===== config.mk =====
export PLATFORM = sky130hd
export DESIGN_NAME = spi_fe_top
export DESIGN_NICKNAME = d
export VERILOG_FILES = /design/src/rtl/spi_fe_pkg.sv /design/src/rtl/spi_fe_fifo.sv /design/src/rtl/spi_fe_irq.sv /design/src/rtl/spi_fe_top.sv
export SDC_FILE = /design/constraint.sdc
export NUM_CORES = 2
export LEC_CHECK = 0
export BUFFER_PORTS_ARGS = -buffer_cell sky130_fd_sc_hd__buf_2
export CAP_MARGIN = 0
export CELL_PAD_IN_SITES_DETAIL_PLACEMENT = 1
export CELL_PAD_IN_SITES_GLOBAL_PLACEMENT = 2
export CORE_ASPECT_RATIO = 0.6
export CORE_MARGIN = 3
export CORE_UTILIZATION = 28
export CTS_CLUSTER_SIZE = 16
export DETAILED_ROUTE_END_ITERATION = 8
export PLACE_DENSITY = 0.6
export REMOVE_ABC_BUFFERS = 1
export SYNTH_ARGS = -nofsm -noshare
export SYNTH_HDL_FRONTEND = slang
export SYNTH_SLANG_ARGS = --single-unit

===== constraint.sdc =====
create_clock -name clk -period 5 [get_ports clk]
set_input_delay 0.25 -clock clk [delete_from_list [all_inputs] [get_ports clk]]
set_output_delay 0.25 -clock clk [all_outputs]
set_load 0.05 [all_outputs]

===== src/rtl/spi_fe_pkg.sv =====
// Shared constants of the SPI front end: word offsets and status bit layout.
package spi_fe_pkg;
    localparam int unsigned OFS_CTRL  = 0;
    localparam int unsigned OFS_STAT  = 1;
    localparam int unsigned OFS_MSET  = 2;
    localparam int unsigned OFS_MCLR  = 3;
    localparam int unsigned OFS_MASK  = 4;
    localparam int unsigned OFS_ENA   = 5;
    localparam int unsigned OFS_DLY   = 6;
    localparam int unsigned OFS_TXD   = 7;
    localparam int unsigned OFS_RXD   = 8;

    localparam int IRQ_N = 7;
    localparam int B_RX_OVF   = 0;
    localparam int B_TX_EMPTY = 1;
    localparam int B_TX_NFULL = 2;
    localparam int B_TX_FULL  = 3;
    localparam int B_RX_NEMP  = 4;
    localparam int B_RX_FULL  = 5;
    localparam int B_TX_UDF   = 6;

    localparam logic [IRQ_N-1:0] EVT_BITS  = 7'b100_0001;
    localparam logic [31:0]      CTRL_KEEP = 32'h0000_FC3F;
endpackage


===== src/rtl/spi_fe_fifo.sv =====
// Byte queue with flush. Assumes DEPTH is a power of two.
// A push to a full queue and a pop from an empty queue are ignored.
module spi_fe_fifo #(
    parameter int DEPTH = 128,
    parameter int WIDTH = 8,
    localparam int AW    = $clog2(DEPTH),
    localparam int CNT_W = AW + 1
) (
    input  logic             clk,
    input  logic             rst_n,
    input  logic             flush,
    input  logic             push,
    input  logic [WIDTH-1:0] din,
    input  logic             pop,
    output logic [WIDTH-1:0] dout,
    output logic             empty,
    output logic             full,
    output logic [CNT_W-1:0] count
);
    logic [WIDTH-1:0] mem [DEPTH];
    logic [AW-1:0]    wr_ptr, rd_ptr;
    logic             do_push, do_pop;

    assign empty   = (count == '0);
    assign full    = (count == CNT_W'(DEPTH));
    assign do_push = push && !full;
    assign do_pop  = pop && !empty;
    assign dout    = mem[rd_ptr];

    // Pointer and occupancy update; reset and flush both empty the queue.
    always_ff @(posedge clk) begin
        if (!rst_n || flush) begin
            wr_ptr <= '0;
            rd_ptr <= '0;
            count  <= '0;
        end else begin
            if (do_push) wr_ptr <= wr_ptr + 1'b1;
            if (do_pop)  rd_ptr <= rd_ptr + 1'b1;
            case ({do_push, do_pop})
                2'b10:   count <= count + 1'b1;
                2'b01:   count <= count - 1'b1;
                default: count <= count;
            endcase
        end
    end

    // Storage write for accepted pushes.
    always_ff @(posedge clk) begin
        if (do_push) mem[wr_ptr] <= din;
    end
endmodule


===== src/rtl/spi_fe_irq.sv =====
// Interrupt status, mask and request line. Bits listed in EVT are sticky
// events (set by ev_set, cleared by write-one); the others pass the live
// level input through. The mask changes only by set and clear strobes.
module spi_fe_irq #(
    parameter int          N   = 7,
    parameter logic [N-1:0] EVT = 7'b100_0001
) (
    input  logic         clk,
    input  logic         rst_n,
    input  logic [N-1:0] level,
    input  logic [N-1:0] ev_set,
    input  logic         clr_wr,
    input  logic         set_wr,
    input  logic         dis_wr,
    input  logic [N-1:0] wdata,
    output logic [N-1:0] status,
    output logic [N-1:0] mask,
    output logic         irq
);
    logic [N-1:0] ev_q;

    // Per-bit choice between sticky event and live level.
    for (genvar i = 0; i < N; i++) begin : g_bit
        if (EVT[i]) begin : g_evt
            // Sticky event: a new event wins over a same-cycle clear.
            always_ff @(posedge clk) begin
                if (!rst_n)                   ev_q[i] <= 1'b0;
                else if (ev_set[i])           ev_q[i] <= 1'b1;
                else if (clr_wr && wdata[i])  ev_q[i] <= 1'b0;
            end
            assign status[i] = ev_q[i];
        end else begin : g_lvl
            assign ev_q[i]   = 1'b0;
            assign status[i] = level[i];
        end
    end

    // Mask update from the set and clear registers.
    always_ff @(posedge clk) begin
        if (!rst_n)      mask <= '0;
        else if (set_wr) mask <= mask | wdata;
        else if (dis_wr) mask <= mask & ~wdata;
    end

    assign irq = |(status & mask);
endmodule


===== src/rtl/spi_fe_top.sv =====
// Register front end of an SPI master: decodes the register port, holds
// control, enable and delay words, owns both byte queues and the interrupt
// unit. Assumes at most one request per cycle; reads answer one cycle later.
module spi_fe_top
    import spi_fe_pkg::*;
#(
    parameter int FIFO_DEPTH = 128,
    parameter int ADDR_W     = 6,
    localparam int WORD_W    = ADDR_W - 2,
    localparam int CNT_W     = $clog2(FIFO_DEPTH) + 1
) (
    input  logic              clk,
    input  logic              rst_n,
    input  logic              req_valid,
    input  logic              req_write,
    input  logic [ADDR_W-1:0] req_addr,
    input  logic [31:0]       req_wdata,
    output logic              rsp_valid,
    output logic [31:0]       rsp_rdata,
    output logic              tx_avail,
    output logic [7:0]        tx_byte,
    input  logic              tx_take,
    input  logic              rx_put,
    input  logic [7:0]        rx_byte,
    output logic              irq,
    output logic              eng_en,
    output logic              cfg_master,
    output logic              cfg_cpol,
    output logic              cfg_cpha,
    output logic [2:0]        cfg_baud,
    output logic [3:0]        cfg_sel,
    output logic              cfg_man_cs,
    output logic              cfg_man_start,
    output logic [31:0]       cfg_delay
);
    logic [WORD_W-1:0] word;
    logic              wr, rd;
    logic [31:0]       ctrl_q;
    logic              en_q, flush;
    logic              tx_empty, tx_full, rx_empty, rx_full;
    logic [CNT_W-1:0]  tx_cnt, rx_cnt;
    logic [7:0]        rx_head;
    logic [IRQ_N-1:0]  level, ev_set, stat_w, mask_q;

    assign word = req_addr[ADDR_W-1:2];
    assign wr   = req_valid && req_write;
    assign rd   = req_valid && !req_write;

    // Control, enable and delay words.
    always_ff @(posedge clk) begin
        if (!rst_n) begin
            ctrl_q    <= '0;
            en_q      <= 1'b0;
            cfg_delay <= '0;
        end else if (wr) begin
            if (word == WORD_W'(OFS_CTRL)) ctrl_q    <= req_wdata & CTRL_KEEP;
            if (word == WORD_W'(OFS_ENA))  en_q      <= req_wdata[0];
            if (word == WORD_W'(OFS_DLY))  cfg_delay <= req_wdata;
        end
    end

    // Queues empty while off and at the edge that turns the block off.
    assign flush = (wr && word == WORD_W'(OFS_ENA)) ? !req_wdata[0] : !en_q;

    spi_fe_fifo #(.DEPTH(FIFO_DEPTH), .WIDTH(8)) u_txq (
        .clk(clk), .rst_n(rst_n), .flush(flush),
        .push(wr && en_q && word == WORD_W'(OFS_TXD)), .din(req_wdata[7:0]),
        .pop(tx_take), .dout(tx_byte),
        .empty(tx_empty), .full(tx_full), .count(tx_cnt)
    );

    spi_fe_fifo #(.DEPTH(FIFO_DEPTH), .WIDTH(8)) u_rxq (
        .clk(clk), .rst_n(rst_n), .flush(flush),
        .push(rx_put && en_q), .din(rx_byte),
        .pop(rd && word == WORD_W'(OFS_RXD)), .dout(rx_head),
        .empty(rx_empty), .full(rx_full), .count(rx_cnt)
    );

    // Live level flags and error events feeding the interrupt unit.
    always_comb begin
        level             = '0;
        level[B_TX_EMPTY] = tx_empty;
        level[B_TX_NFULL] = !tx_full;
        level[B_TX_FULL]  = tx_full;
        level[B_RX_NEMP]  = !rx_empty;
        level[B_RX_FULL]  = rx_full;
        ev_set            = '0;
        ev_set[B_RX_OVF]  = rx_put && en_q && rx_full;
        ev_set[B_TX_UDF]  = tx_take && en_q && tx_empty;
    end

    spi_fe_irq #(.N(IRQ_N), .EVT(EVT_BITS)) u_irq (
        .clk(clk), .rst_n(rst_n), .level(level), .ev_set(ev_set),
        .clr_wr(wr && word == WORD_W'(OFS_STAT)),
        .set_wr(wr && word == WORD_W'(OFS_MSET)),
        .dis_wr(wr && word == WORD_W'(OFS_MCLR)),
        .wdata(req_wdata[IRQ_N-1:0]),
        .status(stat_w), .mask(mask_q), .irq(irq)
    );

    // Registered read response.
    always_ff @(posedge clk) begin
        if (!rst_n) begin
            rsp_valid <= 1'b0;
            rsp_rdata <= '0;
        end else begin
            rsp_valid <= rd;
            if (rd) begin
                case (word)
                    WORD_W'(OFS_CTRL): rsp_rdata <= ctrl_q;
                    WORD_W'(OFS_STAT): rsp_rdata <= 32'(stat_w);
                    WORD_W'(OFS_MASK): rsp_rdata <= 32'(mask_q);
                    WORD_W'(OFS_ENA):  rsp_rdata <= 32'(en_q);
                    WORD_W'(OFS_DLY):  rsp_rdata <= cfg_delay;
                    WORD_W'(OFS_RXD):  rsp_rdata <= rx_empty ? 32'd0 : 32'(rx_head);
                    default:           rsp_rdata <= '0;
                endcase
            end
        end
    end

    assign tx_avail      = !tx_empty;
    assign eng_en        = en_q;
    assign cfg_master    = ctrl_q[0];
    assign cfg_cpol      = ctrl_q[1];
    assign cfg_cpha      = ctrl_q[2];
    assign cfg_baud      = ctrl_q[5:3];
    assign cfg_sel       = ctrl_q[13:10];
    assign cfg_man_cs    = ctrl_q[14];
    assign cfg_man_start = ctrl_q[15];
endmodule


==> results.yml <==
critical_path:
  regToRegStartpoint: "u_rxq.count[1]"
  cp_max_fo: 18
  worstPathArrival_ns: 4.28
  end_kind: "output pin"
  rrSetupSlack_ns: 0.95
  required_ns: 4.75
  worstReg2RegEnd: "u_rxq.count[6]"
  critPathLaunchType: "flip-flop"
  rr_worst_depth: 12
  path_class: "flip-flop to output pin"
clock_network:
  htreeDepth: 4
  clock_sinks: 2193
  worstSkewPairLatency_ns: 0.92
  cts-root-buf: "clkbuf_16"
  ctsResizeCount: 0
  post-cts-setup-buffers: 0
  cts_buffers: 218
  path_clk_slew_ns: 0.06
  cts_buffer_depth: 4
  cts_tree: "built"
drt:
  post_drt_wl_per_cell_um: 27.7
  vias_per_cell: 4.99
  vias: 43700
  dr.pass1.iters: 5
  drc_errors: 0
  drt_iter0_drc: 4886
  drtAntennaViolNets: 0
  wirelength_um: 242000
synth:
  synth_area_um2: 85000
  synthFlopType: "edfxtp_1"
  postSynthAreaPerCell_um2: 20.0
  ys_warn_count: 0
  synthCells: 4255
  yosysUniqueCellTypes: 79
  synth-seq-cells: 2193
  async_flop_share_pct: 0
  synth_edf_count: 2048
  yosysSeqAreaShare_pct: 75.8
power:
  p_leak_uw: 0.0292
  irDropWorstVdd_v: 0.000261
  p_per_area_nw_per_um2: 376
final_layout:
  multi_input_area_um2: 19500
  nNetsFinal: 4624
  mostFrequentLayoutCells: "edfxtp_1, mux4_2, nor2_1"
  fillers: 30100
  drive_gt1_share_pct: 25.0
  final_common_cell: "edfxtp_1"
  areaGrowthSynthToFinish_pct: 16.1
  seqCellArea_um2: 64400
  stdcell_count: 8756
  utilization_pct: 32.7
placement:
  dpl.hpwl_um: 156000
  gp_congestion: 0.832
  preCtsSetupSlack_ns: 0.962
  place_inst: 8326
  portBuffers: 137
die:
  num_rows: 156
  die_x_um: 717
  die_y_um: 433
  core_area_um2: 302000
  initial_core_util_pct: 28.2
  io_pins: 140
  die_area_um2: 310000
hold_path:
  min_path_cells: 5
  hp-start: "req_addr[5]"
  hp-class: "primary input to flip-flop"
sta:
  setup_violations: 0
  setup_ws_ns: 0.467
  rsz0062_at_grt: "false"
  finalWorstPathRequiredPeriod_ns: 4.53
  clock_skew_ns: 0.135
  tightestPinTransition_ns: 1.11
  slew_violations: 0
  period_share_pct: 90.7
  relSlewSlack_pct: 26.1
  fmax_mhz: 221
  timing.final.hold_violations: 0
grt:
  antenna_found_initial: 20
  grt_pass1_vias: 44500
  grt_max_degree: 89
  grt_pass1_wl_um: 345000
  gr-total-overflow: 0
  grt_usage_pct: 15.4
run_status:
  outcome: "completed"
run:
  drv_cap: 0
[cell families (layout without fill, tap and decap cells)]
logic type                 count (synthesis)  in the layout  share of synthesized area, %
AOI/OAI and AO/OA                        411            411                          3.22
xor gates and xnor gates                  35             35                         0.361
adders and majority gates                  9              9                         0.132
buffers and inverters                    268            731                          1.34
DFF                                     2193           2193                          75.8
muxes                                    605            605                          15.3
other                                      0              9                             0
and+or+nand+nor                          734            734                          3.88
[final cells by class]
cell class / count / area share (%)
Multi-Input combinational cell: 1794 / 19.8
Clock inverter: 120 / 1.35
Inverter: 13 / 0.0507
Tap cell: 4029 / 5.11
Sequential cell: 2193 / 65.3
Clock buffer: 255 / 5.71
Antenna cell: 9 / 0.0228
Timing Repair Buffer: 343 / 2.69
[how the worst max path moves through the flow]
stage	startpoint	slack, ns	to
after detailed placement	u_rxq.count[1]	0.96	u_rxq.count[6]
after floorplan	flip-flop	-8.39	tx_byte[6]
final	flip-flop	0.47	tx_byte[4]
after global placement	u_rxq.count[1]	1.06	u_rxq.count[6]
after CTS	flip-flop	0.37	tx_byte[4]
after global routing	flip-flop	0.31	tx_byte[4]
[cells in the mapped netlist (10+ instances only)]
master    count  share of area, %
xor2_1       22              0.23
nor4_1       11             0.081
a31oi_1      12             0.088
nor2b_1      34              0.25
o21ai_0      20              0.12
mux2i_1      47              0.55
xnor2_1      13              0.13
a22o_1       18              0.19
inv_1        10             0.044
nand2_1     180              0.79
nand4_1      10             0.074
a22oi_1      95              0.84
clkbuf_1    133              0.59
buf_1        42              0.19
nor2_1      348               1.5
o22ai_1      43              0.32
mux4_2      555                15
a221oi_1     20              0.21
buf_2        70              0.41
dfxtp_1     145               3.4
nand3_1      50              0.29
a211oi_1     10             0.088
a21oi_1     134              0.79
edfxtp_1   2048                72
or3_1        11             0.081
nor3_1       24              0.14
[flip-flops by register name, summed over array words and instances (netlist names), 7 cells and up, named ones only]
register	count
u_txq.mem	1024
u_rxq.wr_ptr	7
u_txq.rd_ptr	7
ctrl_q	12
u_rxq.rd_ptr	7
u_txq.wr_ptr	7
cfg_delay	32
u_rxq.mem	1024
u_rxq.count	8
rsp_rdata	32
u_txq.count	8
[power by group]
group	switching, uW	internal [uW]
sequential	6.23	20000
combinational	401	72.7
clock	7140	9450
[critical path: stages (launching register included)]
cell and delay (ns):
dfxtp_4 0.68, buf_4 0.42, mux4_2 0.61, mux4_2 0.51
o22ai_1 0.67, nor4_1 0.24, buf_2 0.29
[routing by layer]
layer | wire length, um | global-route usage [%] | part of all wire [%] | up-vias
met5 | 0 | 0 | 0 | -
met4 | 6510 | 4.05 | 2.7 | 0
met3 | 16700 | 2.63 | 6.9 | 312
met2 | 98600 | 20.7 | 41 | 1428
met1 | 120000 | 25.0 | 50 | 23800
li1 | - | - | - | 18100
[timing repair]
item | 4_1_cts | 5_1_grt
hold endpoints to repair | 738 | 0
setup endpoints to repair | 0 | 0
hold buffers | 46 | 0
[metrics by stage]
stage | hold WS [ns] | TNS, ns | total power [uW] | cell area (um2)
finish | 0.143 | 0 | 37100 | 98700
global route | 0.107 | 0 | 38300 | 98700
CTS | 0.0363 | 0 | 37600 | 98700
detailed placement | 0.441 | 0 | 20900 | 91200
global placement | 0.436 | 0 | 20900 | 91200
floorplan | 0.349 | -120.09 | 20500 | 83900
(Power assumes the default switching activity.)
